`src/rtl/lock_det_pkg.sv`:
```
package lock_det_pkg;
  typedef enum logic [1:0] {
    MODE_ALL_PP = 2'b00,
    MODE_ALL_OD = 2'b01,
    MODE_MAIN   = 2'b10,
    MODE_AUX    = 2'b11
  } lock_mode_e;

  localparam int unsigned NUM_LOOPS   = 2;
  localparam int unsigned LOOP_MAIN   = 0;
  localparam int unsigned LOOP_AUX    = 1;
  localparam int unsigned RUN_DEFAULT = 4;
endpackage

```
`src/rtl/loop_lock_judge.sv`:
```
module loop_lock_judge #(
  parameter int unsigned LOCK_RUN = 4
) (
  input  logic clk_i,
  input  logic rst_ni,
  input  logic pwr_i,
  input  logic up_i,
  input  logic dn_i,
  input  logic tick_i,
  output logic locked_o
);
  localparam int unsigned CW = $clog2(LOCK_RUN + 1);
  localparam logic [CW-1:0] RUN_FULL = CW'(LOCK_RUN);
  localparam logic [CW-1:0] RUN_LAST = CW'(LOCK_RUN - 1);

  logic [CW-1:0] run_q;
  logic          err_q;
  logic          locked_q;
  logic          err_now;
  logic          bad_cmp;

  assign err_now = up_i | dn_i;
  assign bad_cmp = err_q | err_now;

  always_ff @(posedge clk_i or negedge rst_ni) begin
    if (!rst_ni) begin
      run_q    <= '0;
      err_q    <= 1'b0;
      locked_q <= 1'b0;
    end else if (!pwr_i) begin
      run_q    <= '0;
      err_q    <= 1'b0;
      locked_q <= 1'b0;
    end else if (tick_i) begin
      err_q <= 1'b0;
      if (bad_cmp) begin
        run_q    <= '0;
        locked_q <= 1'b0;
      end else if (run_q != RUN_FULL) begin
        run_q <= run_q + 1'b1;
        if (run_q == RUN_LAST) locked_q <= 1'b1;
      end
    end else if (err_now) begin
      err_q <= 1'b1;
    end
  end

  assign locked_o = locked_q;

  // a tick with live pump activity leaves the loop unlocked
  a_r3_bad_tick_drops: assert property (@(posedge clk_i) disable iff (!rst_ni)
    (pwr_i && tick_i && err_now) |=> !locked_o);
  // lock only appears on a tick
  a_r2_rise_on_tick: assert property (@(posedge clk_i) disable iff (!rst_ni)
    $rose(locked_o) |-> $past(tick_i && pwr_i));
  // power-down clears the flag
  a_r4_pd_clears: assert property (@(posedge clk_i) disable iff (!rst_ni)
    !pwr_i |=> !locked_o);
endmodule

```
`src/rtl/lock_out_mux.sv`:
```
module lock_out_mux
  import lock_det_pkg::*;
(
  input  logic       main_lock_i,
  input  logic       aux_lock_i,
  input  logic       main_pwr_i,
  input  logic       aux_pwr_i,
  input  logic [1:0] mode_i,
  output logic       lock_o,
  output logic       lock_oe_o
);
  logic main_ok, aux_ok, combined;

  // a powered-down loop steps aside; both down forces unlocked
  assign main_ok  = main_lock_i | ~main_pwr_i;
  assign aux_ok   = aux_lock_i  | ~aux_pwr_i;
  assign combined = main_ok & aux_ok & (main_pwr_i | aux_pwr_i);

  always_comb begin
    lock_o    = 1'b0;
    lock_oe_o = 1'b1;
    unique case (lock_mode_e'(mode_i))
      MODE_ALL_PP: lock_o    = combined;
      MODE_ALL_OD: lock_oe_o = ~combined;
      MODE_MAIN:   lock_o    = main_lock_i & main_pwr_i;
      MODE_AUX:    lock_o    = aux_lock_i & aux_pwr_i;
      default:     lock_o    = 1'b0;
    endcase
  end
endmodule

```
`src/rtl/dual_lock_detect.sv`:
```
module dual_lock_detect
  import lock_det_pkg::*;
#(
  parameter int unsigned LOCK_RUN = RUN_DEFAULT
) (
  input  logic       clk_i,
  input  logic       rst_ni,
  input  logic       main_up_i,
  input  logic       main_dn_i,
  input  logic       main_tick_i,
  input  logic       main_pwr_i,
  input  logic       aux_up_i,
  input  logic       aux_dn_i,
  input  logic       aux_tick_i,
  input  logic       aux_pwr_i,
  input  logic [1:0] mode_i,
  output logic       lock_o,
  output logic       lock_oe_o
);
  logic [NUM_LOOPS-1:0] up_v, dn_v, tick_v, pwr_v, locked_v;

  assign up_v   = {aux_up_i,   main_up_i};
  assign dn_v   = {aux_dn_i,   main_dn_i};
  assign tick_v = {aux_tick_i, main_tick_i};
  assign pwr_v  = {aux_pwr_i,  main_pwr_i};

  for (genvar g = 0; g < NUM_LOOPS; g++) begin : g_loop
    loop_lock_judge #(.LOCK_RUN(LOCK_RUN)) u_judge (
      .clk_i   (clk_i),
      .rst_ni  (rst_ni),
      .pwr_i   (pwr_v[g]),
      .up_i    (up_v[g]),
      .dn_i    (dn_v[g]),
      .tick_i  (tick_v[g]),
      .locked_o(locked_v[g])
    );
  end

  lock_out_mux u_mux (
    .main_lock_i(locked_v[LOOP_MAIN]),
    .aux_lock_i (locked_v[LOOP_AUX]),
    .main_pwr_i (main_pwr_i),
    .aux_pwr_i  (aux_pwr_i),
    .mode_i     (mode_i),
    .lock_o     (lock_o),
    .lock_oe_o  (lock_oe_o)
  );

  // both loops down reads low, driven
  a_r7_both_down_low: assert property (@(posedge clk_i) disable iff (!rst_ni)
    (!main_pwr_i && !aux_pwr_i) |-> (!lock_o && lock_oe_o));
  // open-drain never drives high
  a_r8_od_never_high: assert property (@(posedge clk_i) disable iff (!rst_ni)
    (mode_i == 2'b01) |-> !lock_o);
  // push-pull modes always enable the pad
  a_r9_pp_enabled: assert property (@(posedge clk_i) disable iff (!rst_ni)
    (mode_i != 2'b01) |-> lock_oe_o);
  // combined high needs both powered loops locked
  a_r5_and_rule: assert property (@(posedge clk_i) disable iff (!rst_ni)
    (mode_i == 2'b00 && lock_o && main_pwr_i && aux_pwr_i) |-> (locked_v == 2'b11));
endmodule

```
`config.mk`:
```
export PLATFORM = sky130hd
export DESIGN_NAME = dual_lock_detect
export DESIGN_NICKNAME = d
export VERILOG_FILES = /design/src/rtl/lock_det_pkg.sv /design/src/rtl/loop_lock_judge.sv /design/src/rtl/lock_out_mux.sv /design/src/rtl/dual_lock_detect.sv
export SDC_FILE = /design/constraint.sdc
export NUM_CORES = 1
export LEC_CHECK = 0
export ABC_CLOCK_PERIOD_IN_PS = 1900
export BUFFER_PORTS_ARGS = -buffer_cell sky130_fd_sc_hd__buf_4
export CORE_AREA = 3 3 40 42
export CTS_CLUSTER_SIZE = 20
export DETAILED_ROUTE_END_ITERATION = 6
export DIE_AREA = 0 0 43 45
export PLACE_DENSITY = 0.7
export SYNTH_ARGS = -nofsm -noshare
export SYNTH_HDL_FRONTEND = slang
export SYNTH_SLANG_ARGS = --single-unit
```
`constraint.sdc`:
```
create_clock -name clk_i -period 1.9 [get_ports clk_i]
set_input_delay 0.38 -clock clk_i [delete_from_list [all_inputs] [get_ports clk_i]]
set_output_delay 0.38 -clock clk_i [all_outputs]
set_load 0.01 [all_outputs]
```
==> results.toml <==
[status]
status = "finished, final reports clean"

[setup_path]
crit_path_start_kind = "flip-flop"
worst-endpoint-arrival_ns = 1.30
reg2reg_depth = 3
worstPathRequired_ns = 1.52
worstSetupEndpointType = "output pin"
critPathMaxFanout = 4
crit_type = "reg -> out"

[clocking]
ctsResizeCount = 0
post-cts-setup-buffer-count = 0
clock_sinks = 10
holdBufCountCts = 1
worstSkewPairLatency_ns = 0.27
clockBufferDepth = 2
cts_buffers = 3
cts-root-buf = "clkbuf_4"
h-tree-depth = 1
tritoncts = "built"
path_clk_slew_ns = 0.07

[final_layout]
drive_above_1_share_pct = 21.43
regArea_um2 = 250.2
nFillCells = 106
finish.utilization_pct = 60.37
multi_input_area_um2 = 336.6
final_nets = 103
syn_to_final_growth_pct = 25.00
num_antenna_cells = 0

[route]
dr.pass1.iters = 4
ant_nets = 0
wl_per_cell_um = 12.55
drc_errors = 0
viasPerCell = 5.465
num_vias = 541
routed_wl_um = 1242
drt_iter0_drc = 8

[synth]
synth_top_flop_cell = "dfrtp_1"
netlist.area_leader.share_pct = 40.32
synth_top_family_by_area = "simple AND/OR/NAND/NOR gates"
synth_xor_xnor_area_share_pct = 0
muxShareOfSynthArea_pct = 0
synth_warnings = 0
ys_seq_area_share_pct = 40.32
synth_fa_ha_area_share_pct = 12.10
synth_seq_cells = 10
ys_types = 24
ys_async_sr_fraction_pct = 100.0
synth_edf_count = 0
synth_area_um2 = 620.6
synth_compound_gate_area_share_pct = 17.74
synthTopCellsByArea = "dfrtp_1, ha_1, nand2_1, inv_1, o2bb2ai_1"
yosys.area_share.simple_pct = 24.40
syn-num-nets = 86
syn_inst = 68
synth_top_area_cell = "dfrtp_1"
avgSynthCellArea_um2 = 9.126

[grt]
grt_pass1_wl_um = 2083
first_global_vias = 488
gr-total-overflow = 0
antenna_found_initial = 0
track_usage_pct = 15.00
grt_max_degree = 11

[place]
io_buffers = 13
place_hpwl_um = 969.1
pre_cts_slack_ns = 0.3293
gp_congestion = 0.7527

[timing]
period_share_pct = 88.50
timing.final.crit_period_ns = 1.682
finalWorstSetupSlack_ns = 0.2185
relSlewSlack_pct = 71.47
fmax_mhz = 594.7
clock_skew_ns = 0.004483
setup_violations = 0
tightestPinTransition_ns = 0.4248
rsz0062_at_grt = "no"
maxSlewViolCount = 0
setup-tns-final_ns = 0
finalHoldViolations = 0

[pwr]
peakVddDrop_uv = 353.3
leakage_nw = 0.3470
p_per_area_nw_per_um2 = 612.9

[flow_run]
max_cap_viol_count = 0

[floorplan]
die_w_um = 43
initial_core_util_pct = 48.30
fp.dieArea_um2 = 1935
ios = 14
row_count = 13
coreArea_um2 = 1285
die_y_um = 45

[hold_path]
min_path_type = "in -> reg"
whs_path_depth = 3
report_power, final:
group	internal [mW]	switching [mW]	leakage (nW)
clock	0.117	0.0809	0.0210
combinational	0.0287	0.0292	0.189
sequential	0.217	0.00287	0.137
total	0.363	0.113	0.347
placed cells by master (no fill, tap or decap):
cell,instances
buf_4,13
dfrtp_1,10
nand2_1,9
inv_1,7
ha_1,6
nand3_1,4
o21ai_0,3
o2bb2ai_1,3
nor2_1,3
clkbuf_4,3
nor2b_1,2
nor3b_1,2
nand2b_1,2
nor3_1,2
a31oi_1,2
o32ai_1,2
o32a_1,1
a21boi_0,1
o21a_1,1
or2b_1,1
or4b_4,1
or3b_1,1
o221ai_1,1
and2_1,1
a21oi_1,1
clkbuf_8,1
dlygate4sd3_1,1
layout make-up:
class,instances,share of cell area (%)
Multi-Input combinational cell,49,43.39
Sequential cell,10,32.26
Timing Repair Buffer,14,13.87
Clock buffer,4,4.677
Inverter,7,3.387
Tap cell,15,2.419
state kept, by name (all words and copies together) (netlist names):
signal / flops
g_loop.u_judge.err_q: 2
g_loop.u_judge.run_q: 6
g_loop.u_judge.locked_o: 2
per-layer routing:
metal / GRT usage [%] / up-vias / wire length (um)
li1: - / 274 / -
met1: 20.20 / 244 / 593
met2: 20.66 / 19 / 528
met3: 5.179 / 4 / 98
met4: 9.036 / 0 / 21
met5: 0 / - / 0
critical path, cell delays in order (launching register included):
cell,delay (ns)
dfrtp_1,0.40
nand2_1,0.07
o32a_1,0.29
o2bb2ai_1,0.14
buf_4,0.13
cell families after synthesis:
logic type / count (synthesis)
compound gates: 15
flops: 10
buf+inv: 9
simple gates: 28
fa+ha+maj: 6
synthesized netlist by cell type, types with 2 or more instances:
library cell	n
o2bb2ai_1	3
nor2b_1	2
nand3_1	4
o21ai_0	3
ha_1	6
clkbuf_1	2
nand2_1	9
nor3_1	2
dfrtp_1	10
nand2b_1	2
nor3b_1	2
a31oi_1	2
nor2_1	3
inv_1	7
o32ai_1	2
final timing paths:
check                      slack (ns)                  startpoint                         end
setup / recovery                 0.22  g_loop[1].u_judge.locked_o                      lock_o
hold / removal                   0.35                    aux_up_i     g_loop[1].u_judge.err_q
min in group asynchronous        0.47                      rst_ni  g_loop[1].u_judge.locked_o
max in group asynchronous        1.28                      rst_ni  g_loop[0].u_judge.run_q[1]
hold reg to reg                  0.52     g_loop[1].u_judge.err_q     g_loop[1].u_judge.err_q
setup reg to reg                 0.42     g_loop[1].u_judge.err_q  g_loop[1].u_judge.run_q[2]
stage by stage:
step	hold slack, ns	instance area (um2)	total power, mW	std cells
floorplan	0.08441	620.6	0.2499	68
global placement	0.2183	729.5	0.2792	94
detailed placement	0.2184	729.5	0.2808	94
CTS	0.3527	775.7	0.4774	99
global route	0.3587	775.7	0.4951	99
finish	0.3490	775.7	0.4755	99
Note: power is estimated with default switching activity, not from simulation.
